### config.mk
export PLATFORM = sky130hd
export DESIGN_NAME = pin_column_driver
export DESIGN_NICKNAME = d
export VERILOG_FILES = /design/src/rtl/pcd_pkg.sv /design/src/rtl/pcd_spi_rx.sv /design/src/rtl/pcd_decode.sv /design/src/rtl/pcd_pulse_gen.sv /design/src/rtl/pin_column_driver.sv
export SDC_FILE = /design/constraint.sdc
export NUM_CORES = 1
export LEC_CHECK = 0
export BUFFER_PORTS_ARGS = -buffer_cell sky130_fd_sc_hd__buf_2
export CAP_MARGIN = 20
export CORE_ASPECT_RATIO = 0.9
export CORE_UTILIZATION = 59
export CTS_CLUSTER_SIZE = 8
export DETAILED_ROUTE_END_ITERATION = 10
export GPL_TIMING_DRIVEN = 0
export PLACE_DENSITY = 0.82
export SYNTH_ARGS = -nofsm -noshare
export SYNTH_HDL_FRONTEND = slang
export SYNTH_HIERARCHICAL = 1
export SYNTH_SLANG_ARGS = --single-unit
### constraint.sdc
create_clock -name clk -period 6.45 [get_ports clk]
set_input_delay 0.3225 -clock clk [delete_from_list [all_inputs] [get_ports clk]]
set_output_delay 0.3225 -clock clk [all_outputs]
set_load 0.1 [all_outputs]
### src/rtl/pcd_pkg.sv
package pcd_pkg;

    localparam int FRAME_W = 19;
    localparam int INST_W  = 8;
    localparam int Z_W     = 3;
    localparam int X_W     = 4;

    typedef enum logic [1:0] {
        OP_SET   = 2'b00,
        OP_FIRE  = 2'b01,
        OP_NEXT  = 2'b10,
        OP_CLEAR = 2'b11
    } op_e;

    // packed from bit 18 down to bit 0
    typedef struct packed {
        logic              parity;
        logic [INST_W-1:0] inst;
        logic [Z_W-1:0]    z;
        logic [X_W-1:0]    x;
        op_e               op;
        logic              rsvd;
    } pkt_t;

    typedef struct packed {
        logic              accept;
        logic              reject;
        logic [INST_W-1:0] inst;
        logic [Z_W-1:0]    z;
        logic [X_W-1:0]    x;
        op_e               op;
    } cmd_t;

    typedef enum logic [1:0] {
        PG_IDLE,
        PG_FIRE,
        PG_CLEAR
    } pg_mode_e;

    function automatic logic even_ok(input logic [FRAME_W-1:0] f);
        return (^f) == 1'b0;
    endfunction

endpackage

### src/rtl/pcd_spi_rx.sv
module pcd_spi_rx #(
    parameter int FRAME_W = 19
) (
    input  logic               clk,
    input  logic               rst,
    input  logic               sck,
    input  logic               cs_n,
    input  logic               mosi,
    output logic               frame_vld,
    output logic [FRAME_W-1:0] frame
);
    localparam int CNT_MAX = FRAME_W + 1;
    localparam int CNT_W   = $clog2(CNT_MAX + 1);

    logic               sck_q, cs_q;
    logic [CNT_W-1:0]   bit_cnt;
    logic [FRAME_W-1:0] shreg;

    assign frame = shreg;

    always_ff @(posedge clk) begin
        if (rst) begin
            sck_q     <= 1'b0;
            cs_q      <= 1'b1;
            bit_cnt   <= '0;
            shreg     <= '0;
            frame_vld <= 1'b0;
        end else begin
            sck_q     <= sck;
            cs_q      <= cs_n;
            frame_vld <= 1'b0;
            if (!cs_n && sck && !sck_q) begin
                shreg <= {shreg[FRAME_W-2:0], mosi};
                if (bit_cnt != CNT_W'(CNT_MAX))
                    bit_cnt <= bit_cnt + 1'b1;
            end
            if (cs_n && !cs_q) begin
                frame_vld <= (bit_cnt == CNT_W'(FRAME_W));
                bit_cnt   <= '0;
            end
        end
    end

endmodule

### src/rtl/pcd_decode.sv
module pcd_decode
    import pcd_pkg::*;
(
    input  logic               frame_vld,
    input  logic [FRAME_W-1:0] frame,
    input  logic               busy,
    output cmd_t               cmd
);
    pkt_t pkt;
    logic bad;

    always_comb begin
        pkt        = pkt_t'(frame);
        bad        = !even_ok(frame);
        cmd.inst   = pkt.inst;
        cmd.z      = pkt.z;
        cmd.x      = pkt.x;
        cmd.op     = pkt.op;
        cmd.reject = frame_vld && (bad || busy);
        cmd.accept = frame_vld && !bad && !busy;
    end

endmodule

### src/rtl/pcd_pulse_gen.sv
module pcd_pulse_gen
    import pcd_pkg::*;
#(
    parameter int ROWS   = 16,
    parameter int TICK_W = 16
) (
    input  logic                      clk,
    input  logic                      rst,
    input  logic                      start_fire,
    input  logic                      start_clear,
    input  logic [TICK_W-1:0]         base_ticks,
    input  logic [ROWS-1:0][Z_W-1:0]  heights,
    output logic [ROWS-1:0]           row_en,
    output logic                      busy,
    output logic                      clear_act
);
    localparam logic [Z_W-1:0] SLOT_LAST = '1;

    pg_mode_e          mode;
    logic [TICK_W-1:0] base_q;
    logic [TICK_W-1:0] tick;
    logic [Z_W-1:0]    slot;

    always_ff @(posedge clk) begin
        if (rst) begin
            mode   <= PG_IDLE;
            base_q <= '0;
            tick   <= '0;
            slot   <= '0;
        end else if (mode == PG_IDLE) begin
            if (start_fire || start_clear) begin
                mode   <= start_clear ? PG_CLEAR : PG_FIRE;
                base_q <= (base_ticks == '0) ? TICK_W'(1) : base_ticks;
                tick   <= '0;
                slot   <= '0;
            end
        end else begin
            if (tick == base_q - 1'b1) begin
                tick <= '0;
                if (slot == SLOT_LAST)
                    mode <= PG_IDLE;
                else
                    slot <= slot + 1'b1;
            end else begin
                tick <= tick + 1'b1;
            end
        end
    end

    assign busy      = (mode != PG_IDLE);
    assign clear_act = (mode == PG_CLEAR);

    for (genvar r = 0; r < ROWS; r++) begin : g_row
        assign row_en[r] = clear_act ||
                           ((mode == PG_FIRE) && (heights[r] != '0) && (slot <= heights[r]));
    end

endmodule

### src/rtl/pin_column_driver.sv
module pin_column_driver
    import pcd_pkg::*;
#(
    parameter int ROWS   = 16,
    parameter int TICK_W = 16,
    localparam int COL_W = $clog2(ROWS)
) (
    input  logic              clk,
    input  logic              rst,
    input  logic              spi_sck,
    input  logic              spi_cs_n,
    input  logic              spi_mosi,
    input  logic [TICK_W-1:0] base_ticks,
    output logic [ROWS-1:0]   row_en,
    output logic [COL_W-1:0]  col_sel,
    output logic              col_inc,
    output logic              col_rst,
    output logic              pwm,
    output logic              busy,
    output logic              err,
    output logic [INST_W-1:0] err_inst
);
    logic                     frame_vld;
    logic [FRAME_W-1:0]       frame;
    cmd_t                     cmd;
    logic [ROWS-1:0][Z_W-1:0] height_q;
    logic                     start_fire, start_clear;

    pcd_spi_rx #(.FRAME_W(FRAME_W)) u_rx (
        .clk      (clk),
        .rst      (rst),
        .sck      (spi_sck),
        .cs_n     (spi_cs_n),
        .mosi     (spi_mosi),
        .frame_vld(frame_vld),
        .frame    (frame)
    );

    pcd_decode u_dec (
        .frame_vld(frame_vld),
        .frame    (frame),
        .busy     (busy),
        .cmd      (cmd)
    );

    assign start_fire  = cmd.accept && (cmd.op == OP_FIRE);
    assign start_clear = cmd.accept && (cmd.op == OP_CLEAR);

    always_ff @(posedge clk) begin
        if (rst) begin
            height_q <= '0;
            col_sel  <= '0;
            col_inc  <= 1'b0;
            err      <= 1'b0;
            err_inst <= '0;
        end else begin
            col_inc <= 1'b0;
            if (cmd.reject) begin
                err      <= 1'b1;
                err_inst <= cmd.inst;
            end else if (cmd.accept) begin
                err <= 1'b0;
                case (cmd.op)
                    OP_SET: begin
                        if (32'(cmd.x) < ROWS)
                            height_q[cmd.x] <= cmd.z;
                    end
                    OP_NEXT: begin
                        col_sel  <= (col_sel == COL_W'(ROWS - 1)) ? '0 : col_sel + 1'b1;
                        col_inc  <= 1'b1;
                        height_q <= '0;
                    end
                    default: ;
                endcase
            end
        end
    end

    pcd_pulse_gen #(.ROWS(ROWS), .TICK_W(TICK_W)) u_pg (
        .clk        (clk),
        .rst        (rst),
        .start_fire (start_fire),
        .start_clear(start_clear),
        .base_ticks (base_ticks),
        .heights    (height_q),
        .row_en     (row_en),
        .busy       (busy),
        .clear_act  (col_rst)
    );

    assign pwm = |row_en;

endmodule

==> results of run 1 <==
[synth_stat cells (all sizes together) (6+ instances only)]
cell / count / area, sq um
dfxtp: 126 / 2520
mux2i: 13 / 130
nor4: 11 / 83.8
ha: 55 / 688
nand3b: 10 / 75.1
or3b: 21 / 186
o21ai: 20 / 100
o32ai: 8 / 70.1
nand4: 7 / 43.8
a21o: 18 / 135
or2: 6 / 37.5
inv: 77 / 289
nor2: 30 / 115
nand3: 59 / 305
buf: 34 / 248
nor2b: 9 / 56.3
o31ai: 18 / 135
a21oi: 72 / 360
clkbuf: 36 / 138
xnor2: 25 / 219
and4b: 6 / 61.3
nand2: 130 / 488
a31oi: 48 / 300
nand2b: 6 / 40.0
xor2: 12 / 105
nor3: 28 / 151
[worst min path at each step]
stage | endpoint | slack, ps
2_1_floorplan | u_rx/sck_q | 390
3_3_place_gp | u_rx/frame[18] | 460
3_5_place_dp | u_rx/frame[18] | 470
4_1_cts | u_rx/frame[0] | 120
5_1_grt | u_rx/sck_q | 140
6_report | u_rx/sck_q | 130
[registers in the layout, summed over array words and instances, names as in the netlist, 3 cells and up]
register / cells
col_sel: 4
err_inst: 8
u_rx/frame: 19
u_rx/bit_cnt: 5
u_pg/tick: 16
u_pg/slot: 3
height_q: 48
u_pg/base_q: 16
[power by group through the flow]
stage / Sequential, uW / Combinational [uW] / Clock [uW]
global route: 823 / 155 / 923
CTS: 820 / 136 / 895
detailed placement: 836 / 134 / 0
finish: 821 / 139 / 887
floorplan: 834 / 101 / 0
global placement: 836 / 129 / 0
[layout make-up]
| cell class | instances | share of cell area, % |
|---|---|---|
| multi-input combinational | 690 | 52.5 |
| sequential | 126 | 28.5 |
| clock buffer | 21 | 5.08 |
| buffer | 70 | 4.35 |
| inverter | 77 | 3.26 |
| timing repair buffer | 53 | 2.99 |
| tap | 164 | 2.31 |
| clock inverter | 11 | 1.06 |
[metrics by stage]
| step | utilization (%) | cells |
|---|---|---|
| floorplan | - | 963 |
| global placement | 64.8 | 1180 |
| detailed placement | 64.8 | 1180 |
| CTS | 69.1 | 1212 |
| global route | 69.1 | 1212 |
| finish | 69.1 | 1212 |
[metal layers]
layer / vias up / GRT usage, % / share of wire (%)
met5: - / 0 / 0
met4: 0 / 11.1 / 1.6
met3: 35 / 6.10 / 6.8
met2: 244 / 46.9 / 45
met1: 3425 / 42.1 / 46
li1: 3580 / - / -
[logic make-up after synthesis]
kind of cell	share of synthesized area [%]
compound gates	18.3
simple gates	26.0
buf+inv	8.59
xor+xnor	4.41
fa+ha+maj	8.76
mux	1.80
flops	32.1
==> metrics.md, run 1 <==
| Metric | Value |
|---|---|
| Detailed-route via count | `7284` |
| # diodes | `0` |
| First-pass GRT wire length | `33300 um` |
| Skew final | `7.86 ps` |
| Synthesized cell area | `7850 sq um` |
| Fill cell count | `1077` |
| CTS tree | `built` |
| Post-CTS sizing | `0` |
| Pleak | `0.00334 uW` |
| FF+latch count, synth | `126` |
| Post-synth EDFFs | `0` |
| Most frequent cells in the layout | `nand2_1 (130), dfxtp_1 (126), inv_1 (77)` |
| Power Density | `208 nW/um^2` |
| End of the critical path | `pwm` |
| Top delay family on crit path | `flip-flops` |
| CTS Sinks | `126` |
| Tot Pwr | `1850 uW` |
| Worst-Margin Slew | `969 ps` |
| Most common cell after layout, fill and taps aside | `nand2_1` |
| Worst ir drop on vdd | `0.000179 V` |
| Die width | `124 um` |
| Status | `completed` |
| Final WS setup | `2870 ps` |
| Final slew viol count | `0` |
| Final period utilization | `55.5%` |
| Post-CTS Setup Bufs | `0` |
| Register area | `2520 sq um` |
| RR Startpoint | `u_rx/frame[1]` |
| Net Sw Frac | `24.3%` |
| Crit. End Element | `output pin` |
| 1st-iter DRT viols | `569` |
| Crit path buffers/inverters | `1` |
| GR Overflow Total | `0` |
| Required @ worst endpoint | `6130 ps` |
| Multi-input gate area | `4650 sq um` |
| Drt total wl | `20200 um` |
| Clock root buffer | `clkbuf_16` |
| Worst path slowest cell | `dfxtp_1` |
| Critical path fanouts, max | `18` |
| Reg clk slew, reported paths | `50 ps` |
| Setup TNS | `0 ps` |
| DR DRC count | `0` |
| Seq/Total Area, Yosys | `32.1%` |
| Via count of the first global-routing pass | `6794` |
| Worst Setup Start Kind | `register` |
| Cell Chain, Critical Path | `ha_1 -> a21o_1 -> a21oi_1 -> a31oi_1 -> o31ai_1 -> nor4_1 -> nand4_1 -> buf_2` |
| Seq pwr share | `44.5%` |
| Via density | `6.01` |
| F_max | `279 MHz` |
| P_int | `1400 uW` |
| Layout cells sized above 1 | `14.7%` |
| PortBufs | `53` |
| Synth Area per Inst | `8.15 sq um` |
| Initial cell density of the core | `61.2%` |
| H-tree level count | `4` |
| Initial antenna violation count | `0` |
| Main synth FF type | `dfxtp_1` |
| Switching power | `449 uW` |
| Class of the worst hold path | `in2reg` |
| Final Hold Viols | `0` |
| Yosys cell types | `80` |
| Setup CP Type | `reg2out` |
| Worst reg2reg setup slack | `2900 ps` |
| RSZ-0062 raised after global routing | `no` |
| Synth Instances | `963` |
| Comb pwr share | `7.5%` |
| Final ANT Viol Nets | `0` |
| Die Y | `111 um` |
| Worst R2R Path Depth | `12` |
| RePlAce Congestion | `0.832` |
| Global Route Usage Sum | `30.5%` |
| Die area | `13800 sq um` |
| Rows | `39` |
| Relative slew slack | `35.3%` |
| Max incr delay on CP | `940 ps` |
| Nets | `1111` |
| Hold-critical path depth | `2` |
| Post-CTS Hold Buffers | `0` |
| First-pass DRT Iterations | `6` |
| Critical Path Start | `u_pg/slot[1]` |
| WP depth | `8` |
| HP Start | `spi_sck` |
| Worst r2r dst | `u_pg/base_q[15]` |
| Cts bufs inserted | `17` |
| Hold slack | `130 ps` |
| Synth warn | `6` |
| Crit path arrival time | `3260 ps` |
| Final Setup Violations | `0` |
| Syn_nets | `1039` |
| Core area | `12800 sq um` |
| Period minus WS final | `3580 ps` |
| Ys async rst share | `0%` |
| WL/cell | `16.7 um` |
| Power share of the clock group | `48.0%` |
| Area after DPL | `8320 sq um` |
| Largest net degree at the start of global routing | `19` |
| Worst slack, placed | `3020 ps` |
| Clk_lat worst skew | `430 ps` |
| Max-cap viol count | `0` |
| Layout area overhead | `12.9%` |
| Detailed placement HPWL | `14000 um` |
| IO Count | `54` |
| CTS max path bufs | `2` |
| Fin area | `8870 sq um` |
(Power assumes the default switching activity.)
==> inputs of run 2 (changes only) <==
- clock period: 6.45 -> 3.6 ns (I/O delays scaled with it)
==> run 2 against run 1 <==
Compared with the run above: sequential cell count unchanged; wire length fell by 1.1%; register-to-register slack got worse by 2500 ps; sequential share of layout area decreased by 1.0 points; via count decreased by 0.38%; combinational power rose by 94%.
==> metrics.md, run 2 (same netlist as run 1, synthesis figures left out) <==
| Metric | Value |
|---|---|
| Period minus WS final | `3370 ps` |
| Final Setup Violations | `0 (unchanged)` |
| Drt total wl | `20000 um (was 20200 um)` |
| F_max | `297 MHz` |
| Clk_lat worst skew | `420 ps (was 430 ps)` |
| Layout cells sized above 1 | `17.1% (was 14.7%)` |
| Die width | `124 um (unchanged)` |
| IO Count | `54 (unchanged)` |
| Worst Setup Start Kind | `register (unchanged)` |
| Via count of the first global-routing pass | `6793 (was 6794)` |
| Worst slack, placed | `224 ps (was 3020 ps)` |
| PortBufs | `53 (unchanged)` |
| Worst-Margin Slew | `991 ps (was 969 ps)` |
| Final WS setup | `227 ps (was 2870 ps)` |
| Skew final | `12.5 ps (was 7.86 ps)` |
| Post-CTS Setup Bufs | `0 (unchanged)` |
| # diodes | `0 (unchanged)` |
| Crit path arrival time | `3190 ps (was 3260 ps)` |
| Reg clk slew, reported paths | `60 ps (was 50 ps)` |
| Final ANT Viol Nets | `0 (unchanged)` |
| Nets | `1111 (unchanged)` |
| Initial cell density of the core | `61.2% (unchanged)` |
| RR Startpoint | `u_rx/frame[8] (was u_rx/frame[1])` |
| Via density | `5.99 (was 6.01)` |
| First-pass GRT wire length | `33000 um (was 33300 um)` |
| RePlAce Congestion | `0.927 (was 0.832)` |
| CTS Sinks | `126 (unchanged)` |
| Max incr delay on CP | `970 ps (was 940 ps)` |
| End of the critical path | `pwm (unchanged)` |
| Power Density | `390 nW/um^2 (was 208 nW/um^2)` |
| Relative slew slack | `33.9% (was 35.3%)` |
| Clock root buffer | `clkbuf_16 (unchanged)` |
| Status | `completed (unchanged)` |
| Setup CP Type | `reg2out (unchanged)` |
| Die area | `13800 sq um (unchanged)` |
| Max reg flops | `48 (unchanged)` |
| Largest net degree at the start of global routing | `19 (unchanged)` |
| Rows | `39 (unchanged)` |
| Worst reg2reg setup slack | `390 ps (was 2900 ps)` |
| Most frequent cells in the layout | `nand2_1 (130), dfxtp_1 (125), inv_1 (77) (was nand2_1 (130), dfxtp_1 (126), inv_1 (77))` |
| RSZ-0062 raised after global routing | `no (unchanged)` |
| CTS tree | `built (unchanged)` |
| Required @ worst endpoint | `3420 ps (was 6130 ps)` |
| Cts bufs inserted | `17 (unchanged)` |
| Pleak | `0.00345 uW (was 0.00334 uW)` |
| Final slew viol count | `0 (unchanged)` |
| Crit. End Element | `output pin (unchanged)` |
| Final Hold Viols | `0 (unchanged)` |
| Worst path slowest cell | `dfxtp_1 (unchanged)` |
| Setup TNS | `0 ps (unchanged)` |
| Critical path fanouts, max | `18 (unchanged)` |
| Critical Path Start | `u_pg/slot[2] (was u_pg/slot[1])` |
| Most common cell after layout, fill and taps aside | `nand2_1 (unchanged)` |
| 1st-iter DRT viols | `684 (was 569)` |
| WL/cell | `16.5 um (was 16.7 um)` |
| Cell Chain, Critical Path | `ha_1 -> a31oi_1 -> o31ai_4 -> nor4_1 -> nand4_1 -> buf_2 (was ha_1 -> a21o_1 -> a21oi_1 -> a31oi_1 -> o31ai_1 -> nor4_1 -> nand4_1 -> buf_2)` |
| Worst ir drop on vdd | `0.000342 V (was 0.000179 V)` |
| Class of the worst hold path | `in2reg (unchanged)` |
| Biggest register | `height_q (unchanged)` |
| Die Y | `111 um (unchanged)` |
| GR Overflow Total | `0 (unchanged)` |
| Worst r2r dst | `u_pg/base_q[15] (unchanged)` |
| Max-cap viol count | `0 (unchanged)` |
| Fill cell count | `996 (was 1077)` |
| H-tree level count | `4 (unchanged)` |
| Layout area overhead | `17.3% (was 12.9%)` |
| Final period utilization | `93.7%` |
| Worst R2R Path Depth | `12 (unchanged)` |
| Core area | `12800 sq um (unchanged)` |
| DR DRC count | `0 (unchanged)` |
| Detailed placement HPWL | `13800 um (was 14000 um)` |
| CTS max path bufs | `2 (unchanged)` |
| Detailed-route via count | `7256 (was 7284)` |
| Hold slack | `4.94 ps (was 130 ps)` |
| Finished Core Util | `71.8% (was 69.1%)` |
| First-pass DRT Iterations | `6 (unchanged)` |
| Global Route Usage Sum | `30.1% (was 30.5%)` |
| Initial antenna violation count | `0 (unchanged)` |
==> run 2: layout make-up <==
class                      count  area, sq um  share of cell area [%]
buffer                        68          380                    4.13
clock buffer                  18          429                    4.66
clock inverter                14          205                    2.23
inverter                      77          289                    3.14
multi-input combinational    690         4890                    53.1
sequential                   126         2520                    27.4
tap                          164          205                    2.23
timing repair buffer          55          285                    3.10
==> run 2: through the flow <==
| step | area [sq um] | power [uW] | std cells |
|---|---|---|---|
| after floorplan | 8070 | 1700 | 963 |
| after global placement | 8540 | 1750 | 1180 |
| after detailed placement | 8540 | 1760 | 1180 |
| after CTS | 9190 | 3600 | 1212 |
| after global routing | 9210 | 3700 | 1212 |
| final | 9210 | 3590 | 1212 |
==> run 2: critical path, delay by kind of cell, from the launching register on <==
family	cells	cell delay, ps
simple gates	2	710
fa+ha+maj	1	400
buf+inv	1	320
compound gates	2	380
flops	1	970
==> run 2: repair_timing <==
item                                   in CTS  in global routing
setup endpoints to repair                   1                 21
endpoints found under the hold margin       2                  0
gates resized for setup                     0                  5
gates cloned                                0                  0
hold buffers                                2                  0
==> run 2: power breakdown <==
part / switching [uW] / internal, uW / total, uW
clock network: 682 / 1170 / 1860
logic: 154 / 116 / 270
registers: 37.0 / 1430 / 1470
total: 873 / 2720 / 3590
==> run 2: layer usage <==
layer	vias to the layer above	part of all wire (%)	global-route usage (%)
met4	0	2.6	12.0
met1	3380	45	39.8
met3	54	6.5	6.35
met2	230	46	47.4
met5	-	0	0
li1	3592	-	-
==> run 2: worst min path at each step <==
stage	start	to	slack, ps	depth (start not counted)
after floorplan	rst	u_rx/sck_q	250	1
after global placement	spi_sck	u_rx/sck_q	420	2
after global routing	spi_mosi	u_rx/frame[0]	10	3
after CTS	spi_mosi	u_rx/frame[0]	1	3
final	spi_mosi	u_rx/frame[0]	5	3
after detailed placement	spi_sck	u_rx/sck_q	420	2
